File: config.mk
export PLATFORM = sky130hd
export DESIGN_NAME = bitplane_store
export DESIGN_NICKNAME = d
export VERILOG_FILES = /design/src/rtl/bp_pkg.sv /design/src/rtl/bp_plane.sv /design/src/rtl/bp_prec_ctrl.sv /design/src/rtl/bitplane_store.sv
export SDC_FILE = /design/constraint.sdc
export NUM_CORES = 1
export LEC_CHECK = 0
export CAP_MARGIN = 0
export CORE_ASPECT_RATIO = 2
export CORE_MARGIN = 2
export CORE_UTILIZATION = 33
export DETAILED_ROUTE_END_ITERATION = 8
export PLACE_DENSITY = 0.45
export SYNTH_ARGS = -nofsm -noshare
export SYNTH_HDL_FRONTEND = slang
export SYNTH_SLANG_ARGS = --single-unit
export TNS_END_PERCENT = 10
File: constraint.sdc
create_clock -name clk_i -period 2.2 [get_ports clk_i]
set_clock_uncertainty 0.15 [all_clocks]
set_input_delay 0.66 -clock clk_i [delete_from_list [all_inputs] [get_ports clk_i]]
set_output_delay 0.66 -clock clk_i [all_outputs]
set_load 0.01 [all_outputs]
File: src/rtl/bp_pkg.sv
package bp_pkg;
  typedef enum logic {
    PLANE_IDLE   = 1'b0,
    PLANE_ACTIVE = 1'b1
  } plane_mode_e;
endpackage

File: src/rtl/bp_plane.sv
module bp_plane #(
  parameter int ADDR_W = 6,
  localparam int Depth = 1 << ADDR_W
) (
  input  logic              clk_i,
  input  logic              rst_ni,
  input  bp_pkg::plane_mode_e mode_i,
  input  logic              wr_i,
  input  logic [ADDR_W-1:0] wr_addr_i,
  input  logic              wr_bit_i,
  input  logic              rd_i,
  input  logic [ADDR_W-1:0] rd_addr_i,
  output logic              rd_bit_o
);
  logic [Depth-1:0] mem_q;
  logic             rd_bit_q;

  // writes ignore mode: every plane stays coherent
  always_ff @(posedge clk_i) begin
    if (wr_i) mem_q[wr_addr_i] <= wr_bit_i;
  end

  always_ff @(posedge clk_i or negedge rst_ni) begin
    if (!rst_ni)   rd_bit_q <= 1'b0;
    else if (rd_i) rd_bit_q <= (mode_i == bp_pkg::PLANE_ACTIVE) ? mem_q[rd_addr_i] : 1'b0;
  end

  assign rd_bit_o = rd_bit_q;


  idle_zero_chk: assert property (@(posedge clk_i) disable iff (!rst_ni)
    (rd_i && mode_i == bp_pkg::PLANE_IDLE) |=> !rd_bit_o);
endmodule

File: src/rtl/bp_prec_ctrl.sv
module bp_prec_ctrl #(
  parameter int PIX_W = 8,
  localparam int PrecW = $clog2(PIX_W + 1)
) (
  input  logic             clk_i,
  input  logic             rst_ni,
  input  logic             rd_i,
  input  logic [PrecW-1:0] prec_i,
  output logic [PrecW-1:0] prec_o,
  output logic [PIX_W-1:0] plane_en_o,
  output logic [PrecW-1:0] idle_o
);
  localparam logic [PrecW-1:0] FullPrec = PrecW'(PIX_W);

  logic [PrecW-1:0] prec_q, prec_clamped;

  always_comb begin
    if (prec_i == '0)          prec_clamped = PrecW'(1);
    else if (prec_i > FullPrec) prec_clamped = FullPrec;
    else                        prec_clamped = prec_i;
  end

  // only retune between accesses
  always_ff @(posedge clk_i or negedge rst_ni) begin
    if (!rst_ni)    prec_q <= FullPrec;
    else if (!rd_i) prec_q <= prec_clamped;
  end

  for (genvar i = 0; i < PIX_W; i++) begin : g_en
    assign plane_en_o[i] = int'(prec_q) > (PIX_W - 1 - i);
  end

  assign prec_o = prec_q;
  assign idle_o = FullPrec - prec_q;


  prec_hold_chk: assert property (@(posedge clk_i) disable iff (!rst_ni)
    rd_i |=> $stable(prec_o));

  prec_range_chk: assert property (@(posedge clk_i) disable iff (!rst_ni)
    (prec_o >= PrecW'(1)) && (prec_o <= FullPrec));
endmodule

File: src/rtl/bitplane_store.sv
module bitplane_store #(
  parameter int PIX_W  = 8,
  parameter int ADDR_W = 6,
  localparam int PrecW = $clog2(PIX_W + 1)
) (
  input  logic              clk_i,
  input  logic              rst_ni,
  input  logic              wr_i,
  input  logic [ADDR_W-1:0] wr_addr_i,
  input  logic [PIX_W-1:0]  wr_data_i,
  input  logic              rd_i,
  input  logic [ADDR_W-1:0] rd_addr_i,
  input  logic [PrecW-1:0]  prec_i,
  output logic              rd_valid_o,
  output logic [PIX_W-1:0]  rd_data_o,
  output logic [PIX_W-1:0]  plane_en_o,
  output logic [PrecW-1:0]  active_prec_o,
  output logic [PrecW-1:0]  idle_planes_o
);
  logic [PIX_W-1:0] plane_en;
  logic [PIX_W-1:0] rd_bits;
  logic             rd_valid_q;

  bp_prec_ctrl #(.PIX_W(PIX_W)) u_ctrl (
    .clk_i      (clk_i),
    .rst_ni     (rst_ni),
    .rd_i       (rd_i),
    .prec_i     (prec_i),
    .prec_o     (active_prec_o),
    .plane_en_o (plane_en),
    .idle_o     (idle_planes_o)
  );

  for (genvar p = 0; p < PIX_W; p++) begin : g_plane
    bp_pkg::plane_mode_e mode;
    assign mode = plane_en[p] ? bp_pkg::PLANE_ACTIVE : bp_pkg::PLANE_IDLE;
    bp_plane #(.ADDR_W(ADDR_W)) u_plane (
      .clk_i     (clk_i),
      .rst_ni    (rst_ni),
      .mode_i    (mode),
      .wr_i      (wr_i),
      .wr_addr_i (wr_addr_i),
      .wr_bit_i  (wr_data_i[p]),
      .rd_i      (rd_i),
      .rd_addr_i (rd_addr_i),
      .rd_bit_o  (rd_bits[p])
    );
  end

  always_ff @(posedge clk_i or negedge rst_ni) begin
    if (!rst_ni) rd_valid_q <= 1'b0;
    else         rd_valid_q <= rd_i;
  end

  assign rd_valid_o = rd_valid_q;
  assign rd_data_o  = rd_bits;
  assign plane_en_o = plane_en;


  low_zero_chk: assert property (@(posedge clk_i) disable iff (!rst_ni)
    rd_valid_o |-> ((rd_data_o & ~$past(plane_en_o)) == '0));

  en_count_chk: assert property (@(posedge clk_i) disable iff (!rst_ni)
    $countones(plane_en_o) == int'(active_prec_o));

  msb_on_chk: assert property (@(posedge clk_i) disable iff (!rst_ni)
    plane_en_o[PIX_W-1]);

  idle_sum_chk: assert property (@(posedge clk_i) disable iff (!rst_ni)
    int'(idle_planes_o) + int'(active_prec_o) == PIX_W);
endmodule

Yosys cells after proc, flatten, opt, wreduce, memory -nomap -nowiden
Index checks and enable logic that the tools add are counted.
Widths: inputs -> output; s select.
{"block": "op_classes", "add_sub_neg": 1, "order_cmp": 12, "n_mux": 44, "reduce_logical": 2}
{"op": "$bwmux 64", "n": 8}
{"op": "$bmux 1 s6", "n": 8}
{"op": "$mux 1", "n": 25}
{"op": "$gt 4x3->1 const B", "n": 4}
{"op": "$lt 6x7->1 const B", "n": 2}
{"op": "$gt 4x1->1 const B", "n": 2}
{"op": "$gt 4x2->1 const B", "n": 2}
{"op": "$mux 4", "n": 2}
{"op": "$demux 1 s6", "n": 1}
{"op": "$ge 6x1->1 const B", "n": 1}
{"op": "$gt 4x4->1 const B", "n": 1}
{"op": "$logic_not 4->1", "n": 1}
{"op": "$sub 4x4->4 const A", "n": 1}
{"op": "$logic_and 1x1->1", "n": 1}
{"block": "word_totals", "reg_bits": 525, "inputBits": 28}

Logic depth before layout (Yosys ltp)
Gate-level depths: netlist (run 1).
{"block": "logic_depth", "ltp_word": 5, "depth_mapped": 9}

By module
From an unflattened synthesis (run 1), not the netlist that was laid out.
{"block": "unflattened", "cells_unflattened": 1677, "area_unflattened_um2": 23651.4}
{"module": "bp_plane", "n_inst": 8, "cells_each": 205, "area_per_inst_um2": 2914.0}
{"module": "bp_prec_ctrl", "n_inst": 1, "cells_each": 36, "area_per_inst_um2": 314.1}
{"module": "bitplane_store", "n_inst": 1, "cells_each": 1, "area_per_inst_um2": 25.0}

Worst setup path after synthesis (run 1)
Ideal clock, no wire load.
{"block": "synth_path", "kind": "input -> register", "start": "in wr_addr_i[3]", "end": "reg g_plane[0].u_plane.mem_q[15], enable pin", "setup_time_ns": 0.370, "t_arrival_ns": 1.858, "path_slack_ns": -0.178, "stages": 4, "path_cell_list": "clkbuf_1 or3b_2 clkbuf_1 nor2_1"}
{"item": "start: declaration", "line": "bitplane_store.sv:9", "text": "input logic [ADDR_W-1:0] wr_addr_i,"}
{"item": "end signal: indexed assignment", "line": "bp_plane.sv:20", "text": "if (wr_i) mem_q[wr_addr_i] <= wr_bit_i;"}
{"item": "end: declaration", "line": "bp_plane.sv:15", "text": "logic [Depth-1:0] mem_q;"}

Worst setup path in the final report (run 1)
{"block": "layout_path", "start": "reg u_ctrl.prec_q[0] (netlist: u_ctrl.prec_o[0])", "end": "out plane_en_o[2]"}
{"block": "layout_via", "elab_chain_len": 1}
{"item": "start: declaration", "line": "bp_prec_ctrl.sv:15", "text": "logic [PrecW-1:0] prec_q, prec_clamped;"}
{"item": "start signal: assignment", "line": "bp_prec_ctrl.sv:25", "text": "if (!rst_ni) prec_q <= FullPrec;"}
{"item": "start signal: assignment", "line": "bp_prec_ctrl.sv:26", "text": "else if (!rd_i) prec_q <= prec_clamped;"}
{"item": "$gt 4x3->1", "line": "bp_prec_ctrl.sv:30", "text": "assign plane_en_o[i] = int'(prec_q) > (PIX_W - 1 - i);"}
{"item": "end: declaration", "line": "bitplane_store.sv:16", "text": "output logic [PIX_W-1:0] plane_en_o,"}
Every way passes these cells.

==> results of run 1 <==
[registers in the layout (all words and copies together) (netlist names)]
register and flops:
g_plane.u_plane.rd_bit_o 8, g_plane.u_plane.mem_q 512, rd_valid_o 1, u_ctrl.prec_o 4
[layer usage]
metal  track usage (%)  part of all wire [%]  vias up
met1             21.65                    41     5645
met4             4.992                   2.5        0
met5                 0                     0        -
met2             29.56                    52      301
li1                  -                     -     4676
met3             2.360                   4.7       70
[area by class of cell]
cell class,instances,area [um^2],area share [%]
clock buffers,54,1245,4.829
clock inverters,33,360.3,1.398
inverters,5,18.77,0.07280
multi-input cells,405,4750,18.42
flip-flops and latches,525,15710,60.92
well taps,792,991.0,3.844
repair buffers,299,2710,10.51
[worst min-delay path by stage]
stage	from	cells after the start	slack, ps	endpoint
after floorplan	rst_ni	0	210	g_plane[0].u_plane.rd_bit_o
after global placement	g_plane[6].u_plane.rd_bit_o	2	330	g_plane[6].u_plane.rd_bit_o
after detailed placement	g_plane[1].u_plane.rd_bit_o	2	350	g_plane[1].u_plane.rd_bit_o
after CTS	rst_ni	2	230	g_plane[5].u_plane.rd_bit_o
after global routing	rst_ni	2	260	u_ctrl.prec_o[2]
final	rst_ni	2	260	g_plane[0].u_plane.rd_bit_o
[where the power goes]
part / switching [W] / leakage [nW] / total, W / internal [W]
registers: 0.0000483 / 4.77 / 0.0111 / 0.0111
logic: 0.000879 / 3.19 / 0.00166 / 0.000785
clock network: 0.00367 / 0.771 / 0.00867 / 0.00500
total: 0.00460 / 8.73 / 0.0214 / 0.0168
[kinds of logic after synthesis]
group,count (synthesis),share of synthesized area (%)
multiplexers,180,16.61
buffers and inverters,69,2.112
AO/OA/AOI/OAI,54,1.726
adder cells (fa/ha/maj),3,0.1811
AND/OR/NAND/NOR,166,3.560
flip-flops,525,75.73
XOR/XNOR,2,0.08450
[stage by stage]
stage	util, %	std cells	power (W)	TNS, ps
2_1_floorplan	-	999	0.01204	-11510
3_3_place_gp	38.45	2015	0.01298	-196600
3_5_place_dp	38.45	2015	0.01299	-204880
4_1_cts	41.24	2113	0.02168	-3399
5_1_grt	41.27	2113	0.02209	-3406
6_report	41.27	2113	0.02145	-2468
[cell usage after synthesis, types with 3 or more instances]
library cell,number
nand2_1,37
nand3b_1,3
inv_1,5
nand3_1,31
mux4_2,122
nor3_1,3
buf_6,6
edfxtp_1,512
nand2b_1,3
nor2_1,70
nand4_1,3
mux4_1,7
o21ai_0,11
mux2i_1,50
a221oi_1,4
o21ai_1,3
buf_4,18
buf_2,18
nor2b_1,8
clkbuf_1,19
a22oi_1,18
dfrtp_1,12
ha_1,3
a21oi_1,9
[repair_timing]
item / in CTS / in global routing
resized for setup: 93 / 18
buffers inserted: 11 / 0
pin swaps: 6 / 5
setup endpoints to repair: 25 / 18
[worst max-delay path: cells and delay by family, from the launching register on]
family                     cells  cell delay (ps)
adders and majority gates      1              160
DFF                            1              440
and+or+nand+nor                2              350
buffers and inverters          2              230
==> reports/metrics.cfg, run 1 <==
[route]
wl_mm = 54.18
ant_nets = 0
num_vias = 10690
viasPerCell = 5.060
wl_per_cell_um = 25.64
drtPass1Iterations = 5
drc = 0
drt_iter0_drc = 888

[floorplan]
initial_core_util_pct = 33.20
die_area_mm2 = 0.06497
die_h_um = 358.5
placementRows = 130
die_w_um = 181.2
core_mm2 = 0.06246
top_level_ports = 53

[global_route]
grt_pass1_vias = 11270
grt_antenna_before_repair = 1
grt_overflow = 0
grt_use_total_pct = 16.80
grt_pass1_wl_mm = 78.57
grt_max_degree = 65

[cells_and_area]
final_common_cell = edfxtp_1
stdcell_area_mm2 = 0.02578
drive_gt1_share_pct = 37.40
n_antenna_cell = 0
final_cell_mix = edfxtp_1, buf_4, mux4_2
fillers = 5580
synthToLayoutAreaGrowth_pct = 24.34
nets = 1315

[setup_path]
path_class = reg -> out
end_kind = output pin
worst-r2r-cell-count = 16
slowest_stage = dfrtp_2
path_common_cell = buf_6
start_kind = flip-flop
setup.worst_path.end = plane_en_o[2]
startpoint = u_ctrl.prec_o[0]
crit_chain = buf_6 -> ha_4 -> nor3b_4 -> or2_4 -> buf_6
worstPathRequired_ps = 1390
r2r-end = g_plane[2].u_plane.rd_bit_o
cp.arrival_ps = 1750
critPathMaxFanout = 4
max_stage_delay_ps = 440
r2r-start = u_ctrl.prec_o[0]
ff2ff_setup_slack_ps = -300

[flow_run]
max-cap-violations = 0

[placed_design]
placed_area_mm2 = 0.02402
post-dp-hpwl_mm = 36.07
dp_slack_ps = -529.5
portBuffers = 52
gp_congestion = 0.8701

[clocking]
cts_sinks = 525
cts_made_buffers = 48
root_buffer = clkbuf_16
cts_tree = yes
cts_max_level = 2
cts_buffer_depth = 3
path_clk_slew_ps = 70
clk_latency_ps = 580
ctsHoldBuffers = 0

[synth]
yosysTopAreaCell = edfxtp_1
synth_top_area_share_pct = 74.15
syn_inst = 999
netlist_area_mm2 = 0.02073
async_flop_share_pct = 2.476
yosys_warnings = 0
ys_types = 43
ys_ff_latch = 525
synth_edf_count = 512
yosys-top-cells-area = edfxtp_1, mux4_2, mux2i_1
syn_nets = 1030
ys_seq_area_share_pct = 75.73
synth_ff_type = edfxtp_1
syn_area_per_cell_um2 = 20.75

[power]
p_leak_nw = 8.725
cellPowerDensity_mw_per_mm2 = 831.9
peakVddDrop_v = 0.0006322

[run_status]
status = complete, but fails checks
violations = negative setup slack

[sta]
layout_setup_ws_ps = -361.5
setup_viol = 11
hold_viol = 0
max-slew-margin-rel_pct = 46.30
max_slew.worst_pin.slew_ps = 805.5
period_share_pct = 116.4
hold_ws_ps = 258.6
period_minus_slack_ps = 2562
max_freq_mhz = 390.4
drv_slew = 0
rsz0062_at_grt = yes

[worst_hold_path]
hp-class = in -> async

(Power assumes the default switching activity.)
==> run 2: changes to the inputs <==
--- a/config.mk
+++ b/config.mk
@@ -10,7 +10,7 @@
 export CORE_MARGIN = 2
 export CORE_UTILIZATION = 33
 export DETAILED_ROUTE_END_ITERATION = 8
-export PLACE_DENSITY = 0.45
+export PLACE_DENSITY = 0.47
 export SYNTH_ARGS = -nofsm -noshare
 export SYNTH_HDL_FRONTEND = slang
 export SYNTH_SLANG_ARGS = --single-unit
==> constraint.sdc (replaced) <==
create_clock -name clk_i -period 2.1 [get_ports clk_i]
set_clock_uncertainty 0.15 [all_clocks]
set_input_delay 0.63 -clock clk_i [delete_from_list [all_inputs] [get_ports clk_i]]
set_output_delay 0.63 -clock clk_i [all_outputs]
set_load 0.01 [all_outputs]
==> run 2 against run 1 <==
The flow still finishes with violations (negative setup slack). Worst hold slack worse by 37 ps. Wire length down 2.0%. Clock-buffer cell count unchanged. Via count down 0.53%. Setup slack worse by 27 ps. Global-route usage down 0.15 points. Cell count about the same. Critical path type unchanged. Critical endpoint is now plane_en_o[3].
==> reports/metrics.cfg, run 2 (synthesis gave the netlist of run 1 again) <==
[global_route]
grt_use_total_pct = 16.65  ; was 16.80%
grt_overflow = 0  ; unchanged
grt_pass1_wl_mm = 78.83  ; was 78.57 mm
grt_max_degree = 65  ; unchanged
grt_antenna_before_repair = 0  ; was 1
grt_pass1_vias = 11340  ; was 11270

[route]
drtPass1Iterations = 4  ; was 5
ant_nets = 0  ; unchanged
wl_mm = 53.09  ; was 54.18 mm
viasPerCell = 5.031  ; was 5.060
drt_iter0_drc = 943  ; was 888
wl_per_cell_um = 25.11  ; was 25.64 um
drc = 0  ; unchanged
num_vias = 10640  ; was 10690

[sta]
period_minus_slack_ps = 2488
hold_viol = 0  ; unchanged
layout_setup_ws_ps = -388.5  ; was -361.5 ps
max-slew-margin-rel_pct = 69.87  ; was 46.30%
period_share_pct = 118.5
max_slew.worst_pin.slew_ps = 452.0  ; was 805.5 ps
max_freq_mhz = 401.8
drv_slew = 0  ; unchanged
hold_ws_ps = 221.8  ; was 258.6 ps
setup_viol = 12  ; was 11
rsz0062_at_grt = yes  ; unchanged

[floorplan]
core_mm2 = 0.06246  ; unchanged
die_h_um = 358.5  ; unchanged
top_level_ports = 53  ; unchanged
die_area_mm2 = 0.06497  ; unchanged
placementRows = 130  ; unchanged
die_w_um = 181.2  ; unchanged
initial_core_util_pct = 33.20  ; unchanged

[clocking]
ctsHoldBuffers = 0  ; unchanged
cts_max_level = 2  ; unchanged
path_clk_slew_ps = 70  ; about the same
cts_buffer_depth = 3  ; unchanged
clk_latency_ps = 600  ; was 580 ps
root_buffer = clkbuf_16  ; unchanged
cts_made_buffers = 48  ; unchanged
cts_tree = yes  ; unchanged
cts_sinks = 525  ; unchanged

[power]
cellPowerDensity_mw_per_mm2 = 856.2  ; was 831.9 mW/mm^2
p_leak_nw = 8.721  ; was 8.725 nW
peakVddDrop_v = 0.0006882  ; was 0.0006322 V

[placed_design]
placed_area_mm2 = 0.02419  ; was 0.02402 mm^2
dp_cells = 2017  ; was 2015
portBuffers = 52  ; unchanged
post-dp-hpwl_mm = 35.62  ; was 36.07 mm
gp_congestion = 0.8178  ; was 0.8701
dp_slack_ps = -605.4  ; was -529.5 ps

[cells_and_area]
nets = 1313  ; was 1315
synthToLayoutAreaGrowth_pct = 25.07  ; was 24.34%
drive_gt1_share_pct = 38.46  ; was 37.40%
fin_cells = 2114  ; was 2113
top_register = g_plane.u_plane.mem_q  ; unchanged
largest_register_ffs = 512  ; unchanged
final_common_cell = edfxtp_1  ; unchanged
final_cell_mix = edfxtp_1, buf_4, mux4_2  ; unchanged
stdcell_area_mm2 = 0.02593  ; was 0.02578 mm^2

[setup_path]
path_class = reg -> out  ; unchanged
start_kind = flip-flop  ; unchanged
cp.arrival_ps = 1710  ; was 1750 ps
end_kind = output pin  ; unchanged
worstPathRequired_ps = 1320  ; was 1390 ps
critPathMaxFanout = 5  ; was 4

[worst_hold_path]
hp-class = in -> async  ; unchanged

[run_status]
violations = negative setup slack  ; unchanged
status = complete, but fails checks  ; unchanged

[flow_run]
max-cap-violations = 0  ; unchanged

run 2: cell count changes in the layout (fill, tap and decap cells not counted), sizes merged:
cell	previous run	this run
clkdlybuf4s15	0	5
diode	0	1
inv	6	7
dlygate4sd2	9	2
clkinvlp	4	0
clkbuf	57	56
buf	271	272
bufinv	8	6
clkinv	20	27
run 2: worst max-delay path: stages (launching register included):
cell,delay (ps)
dfrtp_2,440
buf_6,140
o21a_1,190
or2_4,250
buf_6,120
run 2: worst paths after layout:
path | start | endpoint | slack, ps | depth (start not counted)
min reg2reg | g_plane[0].u_plane.rd_bit_o | g_plane[0].u_plane.rd_bit_o | 370 | 2
min | rst_ni | g_plane[5].u_plane.rd_bit_o | 220 | 2
max in group asynchronous | rst_ni | u_ctrl.prec_o[3] | 1320 | 2
max | u_ctrl.prec_o[0] | plane_en_o[3] | -390 | 4
min in group clk_i | wr_data_i[0] | g_plane[0].u_plane.mem_q[47] | 370 | 2
max reg2reg | u_ctrl.prec_o[0] | g_plane[2].u_plane.rd_bit_o | 130 | 10
run 2: per-stage QoR:
step | setup TNS, ps | power [W] | util (%)
floorplan | -35240 | 0.01262 | -
global placement | -228180 | 0.01359 | 38.73
detailed placement | -239860 | 0.01360 | 38.73
CTS | -3805 | 0.02244 | 41.38
global route | -3810 | 0.02292 | 41.51
finish | -3105 | 0.02220 | 41.52
run 2: layer usage:
metal	global-route usage, %	vias to the layer above	routed length, um
met5	0	-	0
met2	29.49	251	27560
li1	-	4669	-
met4	3.854	0	898
met1	21.93	5663	22640
met3	2.056	52	1992
run 2: cell type report:
class | instances | area [um^2]
Tap cell | 792 | 991.0
Fill cell | 5563 | 36530
Antenna cell | 1 | 2.502
Clock inverter | 35 | 341.6
Sequential cell | 525 | 15710
Inverter | 5 | 21.27
Multi-Input combinational cell | 405 | 4788
Timing Repair Buffer | 297 | 2858
Clock buffer | 54 | 1224
run 2: power breakdown:
part           leakage (nW)  switching [W]  internal, W
combinational          3.18       0.000917     0.000840
sequential             4.76      0.0000588       0.0116
clock                 0.774        0.00384      0.00495
run 2: timing repair:
item	CTS	global route
resized for setup	113	21
pin swaps	7	4
buffers inserted	3	4
setup endpoints to repair	25	30
==> run 3: changes to the inputs <==
--- a/config.mk
+++ b/config.mk
@@ -10,7 +10,7 @@
 export CORE_MARGIN = 2
 export CORE_UTILIZATION = 33
 export DETAILED_ROUTE_END_ITERATION = 8
-export PLACE_DENSITY = 0.47
+export PLACE_DENSITY = 0.45
 export SYNTH_ARGS = -nofsm -noshare
 export SYNTH_HDL_FRONTEND = slang
 export SYNTH_SLANG_ARGS = --single-unit
==> constraint.sdc (replaced) <==
create_clock -name clk_i -period 3.1 [get_ports clk_i]
set_clock_uncertainty 0.15 [all_clocks]
set_input_delay 0.93 -clock clk_i [delete_from_list [all_inputs] [get_ports clk_i]]
set_output_delay 0.93 -clock clk_i [all_outputs]
set_load 0.01 [all_outputs]
==> run 3 against run 2 <==
The run now ends clean. Clock power is 33% lower. Highest routed layer is now met5. First-iteration DRC count is 4.0% higher. Final area is 4.3% lower. Sequential power is 32% lower. Flip-flop and latch count stayed put. Total power is 33% lower.
==> reports/metrics.cfg, run 3 (synthesis gave the netlist of run 1 again) <==
[run_status]
status = finished, final reports clean  ; was complete, but fails checks

[cells_and_area]
nets = 1230  ; was 1313
n_antenna_cell = 0  ; was 1
fillers = 5686  ; was 5563
multi_input_area_mm2 = 0.004621  ; was 0.004788 mm^2
top_register = g_plane.u_plane.mem_q  ; unchanged
synthToLayoutAreaGrowth_pct = 19.72  ; was 25.07%
final_common_cell = edfxtp_1  ; unchanged
ff_latch_area_mm2 = 0.01571  ; about the same
drive_gt1_share_pct = 30.75  ; was 38.46%
fin_cells = 2031  ; was 2114
stdcell_area_mm2 = 0.02482  ; was 0.02593 mm^2
final_cell_mix = edfxtp_1, buf_4, mux4_2  ; unchanged
largest_register_ffs = 512  ; unchanged

[setup_path]
startpoint = u_ctrl.prec_o[1]  ; was u_ctrl.prec_o[0]
start_kind = flip-flop  ; unchanged
end_kind = output pin  ; unchanged
max_stage_delay_ps = 430  ; was 440 ps
critPathMaxFanout = 4  ; was 5
critical_path.top_delay_family = flip-flops  ; unchanged
worstPathRequired_ps = 2020  ; was 1320 ps
crit_chain = inv_1 -> ha_2 -> nor3b_2 -> or2_4 -> dlygate4sd2_1  ; was buf_6 -> o21a_1 -> or2_4 -> buf_6
path_class = reg -> out  ; unchanged
slowest_stage = dfrtp_2  ; unchanged
cp.arrival_ps = 1970  ; was 1710 ps
cp_num_buf_inv = 2  ; unchanged
r2r-start = u_ctrl.prec_o[1]  ; was u_ctrl.prec_o[0]

[floorplan]
die_w_um = 181.2  ; unchanged
die_area_mm2 = 0.06497  ; unchanged
die_h_um = 358.5  ; unchanged
core_mm2 = 0.06246  ; unchanged
initial_core_util_pct = 33.20  ; unchanged
top_level_ports = 53  ; unchanged
placementRows = 130  ; unchanged

[sta]
max_slew.worst_pin.slew_ps = 842.3  ; was 452.0 ps
period_share_pct = 98.27
period_minus_slack_ps = 3046
setup_viol = 0  ; was 12
hold_ws_ps = 444.8  ; was 221.8 ps
max_freq_mhz = 328.3
hold_viol = 0  ; unchanged
max-slew-margin-rel_pct = 43.67  ; was 69.87%
layout_setup_ws_ps = 53.59  ; was -388.5 ps
drv_slew = 0  ; unchanged

[clocking]
clk_latency_ps = 580  ; was 600 ps
cts_sinks = 525  ; unchanged
cts_tree = yes  ; unchanged
cts_max_level = 2  ; unchanged
root_buffer = clkbuf_16  ; unchanged
cts_made_buffers = 48  ; unchanged
ctsHoldBuffers = 0  ; unchanged
path_clk_slew_ps = 60  ; was 70 ps
cts_buffer_depth = 3  ; unchanged

[placed_design]
post-dp-hpwl_mm = 35.61  ; was 35.62 mm
placed_area_mm2 = 0.02323  ; was 0.02419 mm^2
dp_slack_ps = -98.82  ; was -605.4 ps
gp_congestion = 0.7610  ; was 0.8178
portBuffers = 52  ; unchanged
dp_cells = 1936  ; was 2017

[global_route]
busiest_layer = met2  ; unchanged
grt_pass1_vias = 11090  ; was 11340
grt_max_degree = 65  ; unchanged
grt_overflow = 0  ; unchanged
grt_antenna_before_repair = 1  ; was 0
met1_usage_pct = 22.39  ; was 21.93%
met2_usage_pct = 29.68  ; was 29.49%
grt_pass1_wl_mm = 79.67  ; was 78.83 mm
grt_use_total_pct = 17.15  ; was 16.65%
use_met3_pct = 2.735  ; was 2.056%

[route]
viasPerCell = 5.117  ; was 5.031
wl_mm = 54.96  ; was 53.09 mm
drtPass1Iterations = 7  ; was 4
num_vias = 10390  ; was 10640
wl_per_cell_um = 27.06  ; was 25.11 um
ant_nets = 0  ; unchanged
drt_iter0_drc = 981  ; was 943
drc = 0  ; unchanged

[power]
comb_power_share_pct = 7.0  ; was 7.9%
cellPowerDensity_mw_per_mm2 = 596.4  ; was 856.2 mW/mm^2
internal_power_w = 0.01155  ; was 0.01738 W
p_leak_nw = 8.186  ; was 8.721 nW
peakVddDrop_v = 0.0004822  ; was 0.0006882 V
clock_power_share_pct = 39.7  ; was 39.6%
power.share.sequential_pct = 53.4  ; was 52.5%
sw_frac_of_total_pct = 22.00  ; was 21.70%
p_sw_w = 0.003257  ; was 0.004818 W

[worst_hold_path]
min_from = g_plane[4].u_plane.rd_bit_o
hp-class = reg -> reg  ; was in -> async

[flow_run]
max-cap-violations = 0  ; unchanged

## run 3: per-stage QoR
stage               util (%)  setup TNS (ps)  total power (W)
floorplan                  -               0         0.008532
global placement       37.19          -171.6         0.009093
detailed placement     37.19          -171.1         0.009100
CTS                    39.69          -174.2          0.01496
global route           39.74          -15.53          0.01530
finish                 39.74               0          0.01480
## run 3: cell type report
class | instances | share of cell area (%)
Clock buffer | 58 | 5.076
Clock inverter | 32 | 1.104
Inverter | 5 | 0.07561
Multi-Input combinational cell | 405 | 18.61
Sequential cell | 525 | 63.27
Tap cell | 792 | 3.992
Timing Repair Buffer | 214 | 7.868
## run 3: timing repair
item	CTS	global route
pin swaps	0	0
endpoints found under the setup margin	9	3
setup buffers	3	2
resized for setup	14	5
cloned	0	0
## run 3: routing by layer
metal	up-vias	share of wire [%]
met1	5554	42
met5	-	0.024
met2	285	51
met4	2	2.5
li1	4488	-
met3	64	4.9
## run 3: worst paths after layout
kind | endpoint | slack [ps] | cells past startpoint
max in group asynchronous | u_ctrl.prec_o[2] | 1530 | 1
setup / recovery | plane_en_o[2] | 50 | 5
min in group asynchronous | g_plane[1].u_plane.rd_bit_o | 680 | 1
setup reg to reg | g_plane[7].u_plane.rd_bit_o | 1090 | 6
hold reg to reg | g_plane[4].u_plane.rd_bit_o | 440 | 2
hold / removal | g_plane[4].u_plane.rd_bit_o | 440 | 2
## run 3: power groups by stage
stage | Sequential (W) | Clock [W] | Combinational, W
finish | 0.00790 | 0.00587 | 0.00103
global route | 0.00790 | 0.00629 | 0.00111
CTS | 0.00790 | 0.00601 | 0.00105
detailed placement | 0.00805 | 0 | 0.00105
global placement | 0.00805 | 0 | 0.00104
floorplan | 0.00803 | 0 | 0.000506
## run 3: worst min-delay path, delay by kind of cell (launching register included)
kind,cells,cell delay (ps)
flops,1,430
simple gates,2,130
